`config.mk`:
```
export PLATFORM = sky130hd
export DESIGN_NAME = fp_integral_rounder
export DESIGN_NICKNAME = d
export VERILOG_FILES = /design/src/rtl/fprnd_pkg.sv /design/src/rtl/fprnd_ctrl.sv /design/src/rtl/fprnd_core.sv /design/src/rtl/fp_integral_rounder.sv
export SDC_FILE = /design/constraint.sdc
export NUM_CORES = 1
export LEC_CHECK = 0
export BUFFER_PORTS_ARGS = -buffer_cell sky130_fd_sc_hd__buf_2
export CORE_MARGIN = 2
export CORE_UTILIZATION = 45
export DETAILED_ROUTE_END_ITERATION = 7
export PLACE_DENSITY = 0.62
export SKIP_LAST_GASP = 1
export SYNTH_ARGS = -nofsm -noshare
export SYNTH_HDL_FRONTEND = slang
export SYNTH_HIERARCHICAL = 1
export SYNTH_SLANG_ARGS = --single-unit
```
`constraint.sdc`:
```
create_clock -name clk -period 12.9 [get_ports clk]
set_clock_uncertainty 0.05 [all_clocks]
set_input_delay 2.58 -clock clk [delete_from_list [all_inputs] [get_ports clk]]
set_output_delay 2.58 -clock clk [all_outputs]
set_load 0.1 [all_outputs]
```
`src/rtl/fprnd_pkg.sv`:
```
package fprnd_pkg;

    localparam int EXP_W  = 8;
    localparam int MAN_W  = 23;
    localparam int FP_W   = 1 + EXP_W + MAN_W;
    localparam int MODE_W = 2;

    typedef enum logic [MODE_W-1:0] {
        RND_NEAREST = 2'd0,
        RND_ZERO    = 2'd1,
        RND_UP      = 2'd2,
        RND_DOWN    = 2'd3
    } rnd_mode_e;

    typedef struct packed {
        logic            valid;
        logic [FP_W-1:0] data;
        logic            inexact;
    } rnd_out_t;

endpackage

```
`src/rtl/fprnd_ctrl.sv`:
```
module fprnd_ctrl
    import fprnd_pkg::*;
(
    input  logic              clk,
    input  logic              rst_n,
    input  logic              cfg_we,
    input  logic [MODE_W-1:0] cfg_wdata,
    output rnd_mode_e         mode
);

    rnd_mode_e mode_d, mode_q;

    always_comb begin
        mode_d = mode_q;
        if (cfg_we) begin
            mode_d = rnd_mode_e'(cfg_wdata);
        end
    end

    always_ff @(posedge clk) begin
        if (!rst_n) begin
            mode_q <= RND_NEAREST;
        end else begin
            mode_q <= mode_d;
        end
    end

    assign mode = mode_q;

    AST_MODE_WRITE: assert property (@(posedge clk) disable iff (!rst_n)
        cfg_we |=> (mode == rnd_mode_e'($past(cfg_wdata))));

endmodule

```
`src/rtl/fprnd_core.sv`:
```
module fprnd_core
    import fprnd_pkg::*;
(
    input  logic [FP_W-1:0] operand,
    input  rnd_mode_e       mode,
    output logic [FP_W-1:0] result,
    output logic            inexact
);

    localparam int SH_W = $clog2(MAN_W + 1);
    localparam logic [EXP_W-1:0] BIAS_E    = {1'b0, {(EXP_W-1){1'b1}}};
    localparam logic [EXP_W-1:0] INT_EXP_E = EXP_W'(int'(BIAS_E) + MAN_W);
    localparam logic [FP_W-2:0]  ONE_MAG   = {BIAS_E, {MAN_W{1'b0}}};
    localparam logic [MAN_W:0]   SIG_ONE   = (MAN_W+1)'(1);

    logic             sgn;
    logic [EXP_W-1:0] ex;
    logic [MAN_W-1:0] man;
    logic [MAN_W:0]   sig;
    logic [SH_W-1:0]  fsh;
    logic [MAN_W:0]   frac_mask;
    logic [MAN_W:0]   below_half;
    logic             frac_nz, half, sticky, lsb, incr;
    logic [FP_W-2:0]  trunc_mag, ulp_mag;

    always_comb begin
        sgn        = operand[FP_W-1];
        ex         = operand[FP_W-2:MAN_W];
        man        = operand[MAN_W-1:0];
        sig        = {(ex != '0), man};
        fsh        = '0;
        frac_mask  = '0;
        below_half = '0;
        frac_nz    = 1'b0;
        half       = 1'b0;
        sticky     = 1'b0;
        lsb        = 1'b0;
        incr       = 1'b0;
        trunc_mag  = operand[FP_W-2:0];
        ulp_mag    = '0;
        result     = operand;
        inexact    = 1'b0;

        if (ex >= INT_EXP_E || (ex == '0 && man == '0)) begin
            // already integral, zero, infinity or NaN
        end else if (ex < BIAS_E) begin
            // magnitude below one: integer part is zero
            frac_nz   = 1'b1;
            trunc_mag = '0;
            half      = (ex == BIAS_E - 1'b1);
            sticky    = (ex != BIAS_E - 1'b1) || (man != '0);
            ulp_mag   = ONE_MAG;
        end else begin
            fsh        = SH_W'(INT_EXP_E - ex);
            frac_mask  = (SIG_ONE << fsh) - SIG_ONE;
            below_half = frac_mask >> 1;
            frac_nz    = |(sig & frac_mask);
            half       = sig[fsh - 1'b1];
            sticky     = |(sig & below_half);
            lsb        = sig[fsh];
            trunc_mag  = {ex, man & ~frac_mask[MAN_W-1:0]};
            ulp_mag    = (FP_W-1)'(SIG_ONE << fsh);
        end

        if (frac_nz) begin
            unique case (mode)
                RND_NEAREST: incr = half && (sticky || lsb);
                RND_ZERO:    incr = 1'b0;
                RND_UP:      incr = !sgn;
                RND_DOWN:    incr = sgn;
                default:     incr = 1'b0;
            endcase
            result  = {sgn, trunc_mag + (incr ? ulp_mag : '0)};
            inexact = 1'b1;
        end
    end

endmodule

```
`src/rtl/fp_integral_rounder.sv`:
```
module fp_integral_rounder
    import fprnd_pkg::*;
(
    input  logic              clk,
    input  logic              rst_n,
    input  logic              cfg_we,
    input  logic [MODE_W-1:0] cfg_wdata,
    input  logic              op_valid,
    input  logic [FP_W-1:0]   op_data,
    output logic              res_valid,
    output logic [FP_W-1:0]   res_data,
    output logic              res_inexact
);

    rnd_mode_e       mode;
    logic [FP_W-1:0] core_res;
    logic            core_inx;
    rnd_out_t        out_d, out_q;

    fprnd_ctrl i_ctrl (
        .clk       (clk),
        .rst_n     (rst_n),
        .cfg_we    (cfg_we),
        .cfg_wdata (cfg_wdata),
        .mode      (mode)
    );

    fprnd_core i_core (
        .operand (op_data),
        .mode    (mode),
        .result  (core_res),
        .inexact (core_inx)
    );

    always_comb begin
        out_d       = out_q;
        out_d.valid = op_valid;
        if (op_valid) begin
            out_d.data    = core_res;
            out_d.inexact = core_inx;
        end
    end

    always_ff @(posedge clk) begin
        if (!rst_n) begin
            out_q <= '0;
        end else begin
            out_q <= out_d;
        end
    end

    assign res_valid   = out_q.valid;
    assign res_data    = out_q.data;
    assign res_inexact = out_q.inexact;

    AST_VALID_FOLLOWS: assert property (@(posedge clk) disable iff (!rst_n)
        op_valid |=> res_valid);
    AST_IDLE_HOLDS: assert property (@(posedge clk) disable iff (!rst_n)
        !op_valid |=> (!res_valid && $stable(res_data) && $stable(res_inexact)));
    AST_SIGN_KEPT: assert property (@(posedge clk) disable iff (!rst_n)
        op_valid |=> (res_data[FP_W-1] == $past(op_data[FP_W-1])));
    AST_INEXACT_MATCH: assert property (@(posedge clk) disable iff (!rst_n)
        op_valid |=> (res_inexact == (res_data != $past(op_data))));
    AST_ZERO_NO_GROW: assert property (@(posedge clk) disable iff (!rst_n)
        (op_valid && mode == RND_ZERO) |=> (res_data[FP_W-2:0] <= $past(op_data[FP_W-2:0])));

endmodule

```
==> impl_metrics.yaml, run 1 <==
run_status:
  outcome: "completed"
synth:
  syn_avg_cell_area_um2: 7.200
  synthXorXnorAreaFrac_pct: 5.347
  synth-edff-count: 0
  netlist-cell-type-count: 77
  synthAdderAreaFrac_pct: 8.438
  async_flop_share_pct: 0
  postSynthCellCount: 832
  synth.net_count: 909
  synth.cell_area_um2: 5991
  synth_compound_area_share_pct: 28.99
  yosysWarningCount: 6
  seq_area_frac_synth_pct: 12.03
  synth_mux_area_share_pct: 10.84
  synth-simple-area-share_pct: 27.69
  synth_top_flop_cell: "dfxtp_1"
  synth_top_family_by_area: "compound AO/OA/AOI/OAI gates"
  postSynthRegisterBits: 36
clocking:
  cts_hold_buf: 0
  post_cts_buffers: 0
  root_buffer: "clkbuf_16"
  clk_path_buf_depth: 2
  htree_levels: 2
  cts_tree: "done"
  cts_resized: 0
  cts_buffers: 5
  cts_sinks: 36
  clk_latency_ns: 0.28
  clkTransAtPathRegs_ns: 0.06
timing:
  hold_viol_final: 0
  hold_ws_ns: 0.4604
  fin_ws_ns: 2.380
  finalSetupViolations: 0
  max_clock_freq_ghz: 0.09506
  min_period_over_period_pct: 81.55
  rsz0062_at_grt: "false"
  max-slew-margin-rel_pct: 30.35
  drv_slew: 0
  tightestPinTransition_ns: 1.045
  period_minus_slack_ns: 10.52
  fin_tns_setup_ns: 0
setup_path:
  worstSetupPathType: "input port to flop"
  r2r_slack_ns: 7.88
  critPathSlowestCell: "o21ai_2"
  crit_required_ns: 13.08
  crit_path_end_kind: "flop"
  cp-start-kind: "input port"
  slowest_delay_ns: 0.68
  arrival_ns: 10.70
  worstPathMaxFanout: 20
floorplan:
  placementRows: 42
  top_level_ports: 72
  die_w_um: 119.4
  die_h_um: 119.4
  fp.dieArea_um2: 14250
  fp.coreArea_um2: 13140
  start_util_pct: 45.60
cells_and_area:
  antenna_cells: 0
  fill_cells: 1371
  final_util_pct: 49.33
  drive_above_1_share_pct: 13.06
  final_nets: 941
  syn_to_final_growth_pct: 8.187
  final_cell_count_no_fill: 1041
  design_area_um2: 6481
run:
  max_cap_violations: 0
global_route:
  grt_pass1_vias: 6277
  grtUsageTotal_pct: 32.01
  overflow: 0
  antenna_found_initial: 0
  grt_max_degree: 59
  grt_first_pass_wirelength_um: 35870
place:
  port_buffers: 71
  routabilityCongestion: 1.050
  dpl_cell_area_um2: 6335
  dpl.hpwl_um: 17380
  dp_cells: 1033
  dp_slack_ns: 2.248
detailed_routing:
  drt_iter0_drc: 831
  wl_per_cell_um: 22.11
  drc_errors: 0
  firstDrtPassIters: 6
  via_per_inst: 6.542
  num_vias: 6810
  antenna_left: 0
  routed_wl_um: 23020
power:
  power_density_nw_per_um2: 81.28
  peakVddDrop_v: 0.0001100
  power_mw: 0.5268
  p_leak_nw: 2.723
min_path:
  holdCritPathClass: "flop to flop"
[cell usage in the layout, fill, tap and decap left out, drive strengths merged, types with 4 or more instances in the layout]
cell	n
nor3	18
a21o	13
nor2b	44
o21ai	65
ha	38
o41ai	4
nor4	16
o211ai	7
a31oi	15
mux4	10
or3	5
xor2	15
o2111ai	7
a311oi	4
xnor2	19
a211oi	6
nand4	6
and2	23
a221oi	7
nand2b	8
nor2	77
a2111oi	6
a21oi	50
and3	9
o21a	10
clkbuf	5
inv	24
nand3	21
nand2	99
a21boi	8
o21bai	4
o31ai	11
dfxtp	36
mux2i	39
buf	78
[path summary, 6_finish.rpt]
path	start	to	cells after the start
setup reg to reg	i_ctrl/mode[0]	res_data[17]	19
hold reg to reg	res_data[17]	res_data[17]	2
setup / recovery	op_data[23]	res_data[17]	29
hold / removal	res_data[17]	res_data[17]	2
[state kept, by name, summed over array words and instances (netlist names)]
name and cells:
res_valid 1, i_ctrl/mode 2, res_inexact 1, res_data 32
[cells in the mapped netlist, types with 19 or more instances]
cell type	instances	area [um2]
and2_1	23	143.9
o21ai_1	22	110.1
clkbuf_1	30	112.6
nand2_1	99	371.6
a21oi_1	49	245.2
inv_1	22	82.58
nor2_1	77	289.0
dfxtp_1	36	720.7
ha_1	38	475.5
nor2b_1	44	275.3
nand3_1	21	105.1
mux2i_1	39	390.4
xnor2_1	19	166.4
o21ai_0	41	205.2
[critical path, delay by kind of cell]
kind                     cells  cell delay (ns)
AND/OR/NAND/NOR             10             2.12
multiplexers                 2             0.43
buffers and inverters        2             0.57
AO/OA/AOI/OAI               12             3.65
adder cells (fa/ha/maj)      3             1.32
[layer usage]
metal | GRT usage, % | up-vias | share of wire (%) | routed length [um]
met2 | 45.58 | 456 | 41 | 9389
li1 | - | 3141 | - | -
met4 | 15.51 | 0 | 4.7 | 1085
met5 | 0 | - | 0 | 0
met1 | 45.45 | 3116 | 44 | 10120
met3 | 6.944 | 97 | 11 | 2425
[report_power, final]
group | switching, mW | leakage (nW) | internal [mW] | total, mW
registers | 0.00419 | 0.296 | 0.119 | 0.123
clock network | 0.0533 | 0.0702 | 0.0720 | 0.125
logic | 0.196 | 2.36 | 0.0830 | 0.278
[final cells by class]
class | instances | area [um2] | area share [%]
Sequential cell | 36 | 720.7 | 11.12
Clock inverter | 3 | 21.27 | 0.3282
Inverter | 23 | 86.33 | 1.332
Clock buffer | 5 | 125.1 | 1.931
Timing Repair Buffer | 78 | 407.9 | 6.293
Multi-Input combinational cell | 720 | 4900 | 75.60
Tap cell | 176 | 220.2 | 3.398
[cell families (layout without fill, tap and decap cells)]
group,after synthesis,after routing
simple gates,340,340
flops,36,36
fa+ha+maj,40,40
mux,52,52
buf+inv,76,109
compound gates,253,253
xor+xnor,35,35
(Power assumes the default switching activity.)
==> run 2: changes to the inputs <==
==> constraint.sdc (replaced) <==
create_clock -name clk -period 10.9 [get_ports clk]
set_clock_uncertainty 0.05 [all_clocks]
set_input_delay 2.18 -clock clk [delete_from_list [all_inputs] [get_ports clk]]
set_output_delay 2.18 -clock clk [all_outputs]
set_load 0.1 [all_outputs]
==> impl_metrics.yaml, run 2 (synthesized netlist as in run 1, its figures left out) <==
cells_and_area:
  final_nets: 943
  antenna_cells: 0
  design_area_um2: 6518
  largest_reg_flops: 32
  final_common_cell: "nand2_1"
  syn_to_final_growth_pct: 8.793
  mostFrequentLayoutCells: "nand2_1 (99), nor2_1 (77), buf_2 (71), a21oi_1 (48), nor2b_1 (44)"
  seq_area_um2: 720.7
  fill_cells: 1379
  regMostFlops: "res_data"
  multiInputGateArea_um2: 4900
  drive_above_1_share_pct: 13.26
min_path:
  hp-start: "res_data[26]"
  holdCritPathClass: "flop to flop"
power:
  power_mw: 0.6412
  power.switching_mw: 0.2939
  sw_frac_of_total_pct: 45.83
  clkPwrFrac_pct: 25.7
  power_density_nw_per_um2: 98.39
  peakVddDrop_v: 0.0001393
  p_seq_share_pct: 22.7
  power_frac_comb_pct: 51.5
  p_int_mw: 0.3473
  p_leak_nw: 2.742
detailed_routing:
  drt_iter0_drc: 957
  firstDrtPassIters: 6
  antenna_left: 0
  wl_per_cell_um: 22.07
  num_vias: 6789
  drc_errors: 0
  routed_wl_um: 23020
  via_per_inst: 6.509
timing:
  max_clock_freq_ghz: 0.1034
  rsz0062_at_grt: "false"
  min_period_over_period_pct: 88.73
  fin_tns_setup_ns: 0
  max-slew-margin-rel_pct: 34.39
  hold_ws_ns: 0.4605
  tightestPinTransition_ns: 0.9842
  fin_ws_ns: 1.229
  hold_viol_final: 0
  finalSetupViolations: 0
  period_minus_slack_ns: 9.671
  drv_slew: 0
place:
  dpl.hpwl_um: 17260
  routabilityCongestion: 1.063
  port_buffers: 71
  dpl_cell_area_um2: 6350
  dp_slack_ns: 1.056
global_route:
  grt_first_pass_wirelength_um: 35760
  use_met2_pct: 46.16
  global_route.usage.met3_pct: 7.088
  grtUsageTotal_pct: 31.91
  antenna_found_initial: 0
  top_usage_layer: "met1"
  overflow: 0
  grt_max_degree: 59
  use_met1_pct: 46.17
  grt_pass1_vias: 6198
setup_path:
  crit_path_end_kind: "flop"
  r2r-start: "i_ctrl/mode[0]"
  critPathSlowestCell: "ha_1"
  worstPathMaxFanout: 20
  arrival_ns: 9.80
  worstSetupPathType: "input port to flop"
  cp-start-kind: "input port"
  crit_required_ns: 11.03
  slowest_delay_ns: 0.63
  crit_path_start: "op_data[23]"
clocking:
  cts_buffers: 5
  clkTransAtPathRegs_ns: 0.06
  cts_sinks: 36
  post_cts_buffers: 0
  root_buffer: "clkbuf_16"
  clk_latency_ns: 0.28
  htree_levels: 2
  clk_path_buf_depth: 2
  cts_tree: "done"
  cts_hold_buf: 0
  cts_resized: 0
floorplan:
  fp.coreArea_um2: 13140
  top_level_ports: 72
  start_util_pct: 45.60
  die_w_um: 119.4
  placementRows: 42
  fp.dieArea_um2: 14250
  die_h_um: 119.4
run_status:
  outcome: "completed"
run:
  max_cap_violations: 0
[run 2: cell types whose count changed in the layout (fill, tap and decap cells not counted), sizes merged]
cell / previous run / this run
buf: 78 / 80
inv: 24 / 23
bufinv: 0 / 1
[run 2: stage by stage]
| stage | util [%] | cells |
|---|---|---|
| after global routing | 49.61 | 1043 |
| after floorplan | - | 832 |
| final | 49.61 | 1043 |
| after CTS | 49.61 | 1043 |
| after detailed placement | 48.33 | 1035 |
| after global placement | 48.33 | 1035 |
[run 2: worst paths after layout]
kind / end / slack, ns / depth (start not counted)
min reg2reg: res_data[26] / 0.46 / 2
min: res_data[26] / 0.46 / 2
max: res_data[28] / 1.23 / 30
max reg2reg: res_data[30] / 5.94 / 20
[run 2: area by class of cell]
type	count	area share [%]
multi-input cells	720	75.18
flip-flops and latches	36	11.06
repair buffers	80	6.489
well taps	176	3.379
clock buffers	5	1.920
inverters	23	1.325
clock inverters	3	0.6527
[run 2: per-layer routing]
metal,vias to the layer above,share of wire [%]
li1,3152,-
met1,3089,43
met2,465,41
met3,83,12
met4,0,4.2
met5,-,0
[run 2: worst max-delay path, delay by kind of cell]
kind | cells | cell delay, ns
mux | 2 | 0.48
fa+ha+maj | 3 | 1.42
simple gates | 10 | 1.64
buf+inv | 3 | 0.80
compound gates | 12 | 3.23
[run 2: power groups by stage]
stage	clock [mW]	combinational, mW	sequential [mW]
global route	0.174	0.351	0.146
floorplan	0	0.182	0.209
finish	0.165	0.331	0.146
detailed placement	0	0.320	0.148
global placement	0	0.323	0.148
CTS	0.169	0.321	0.146
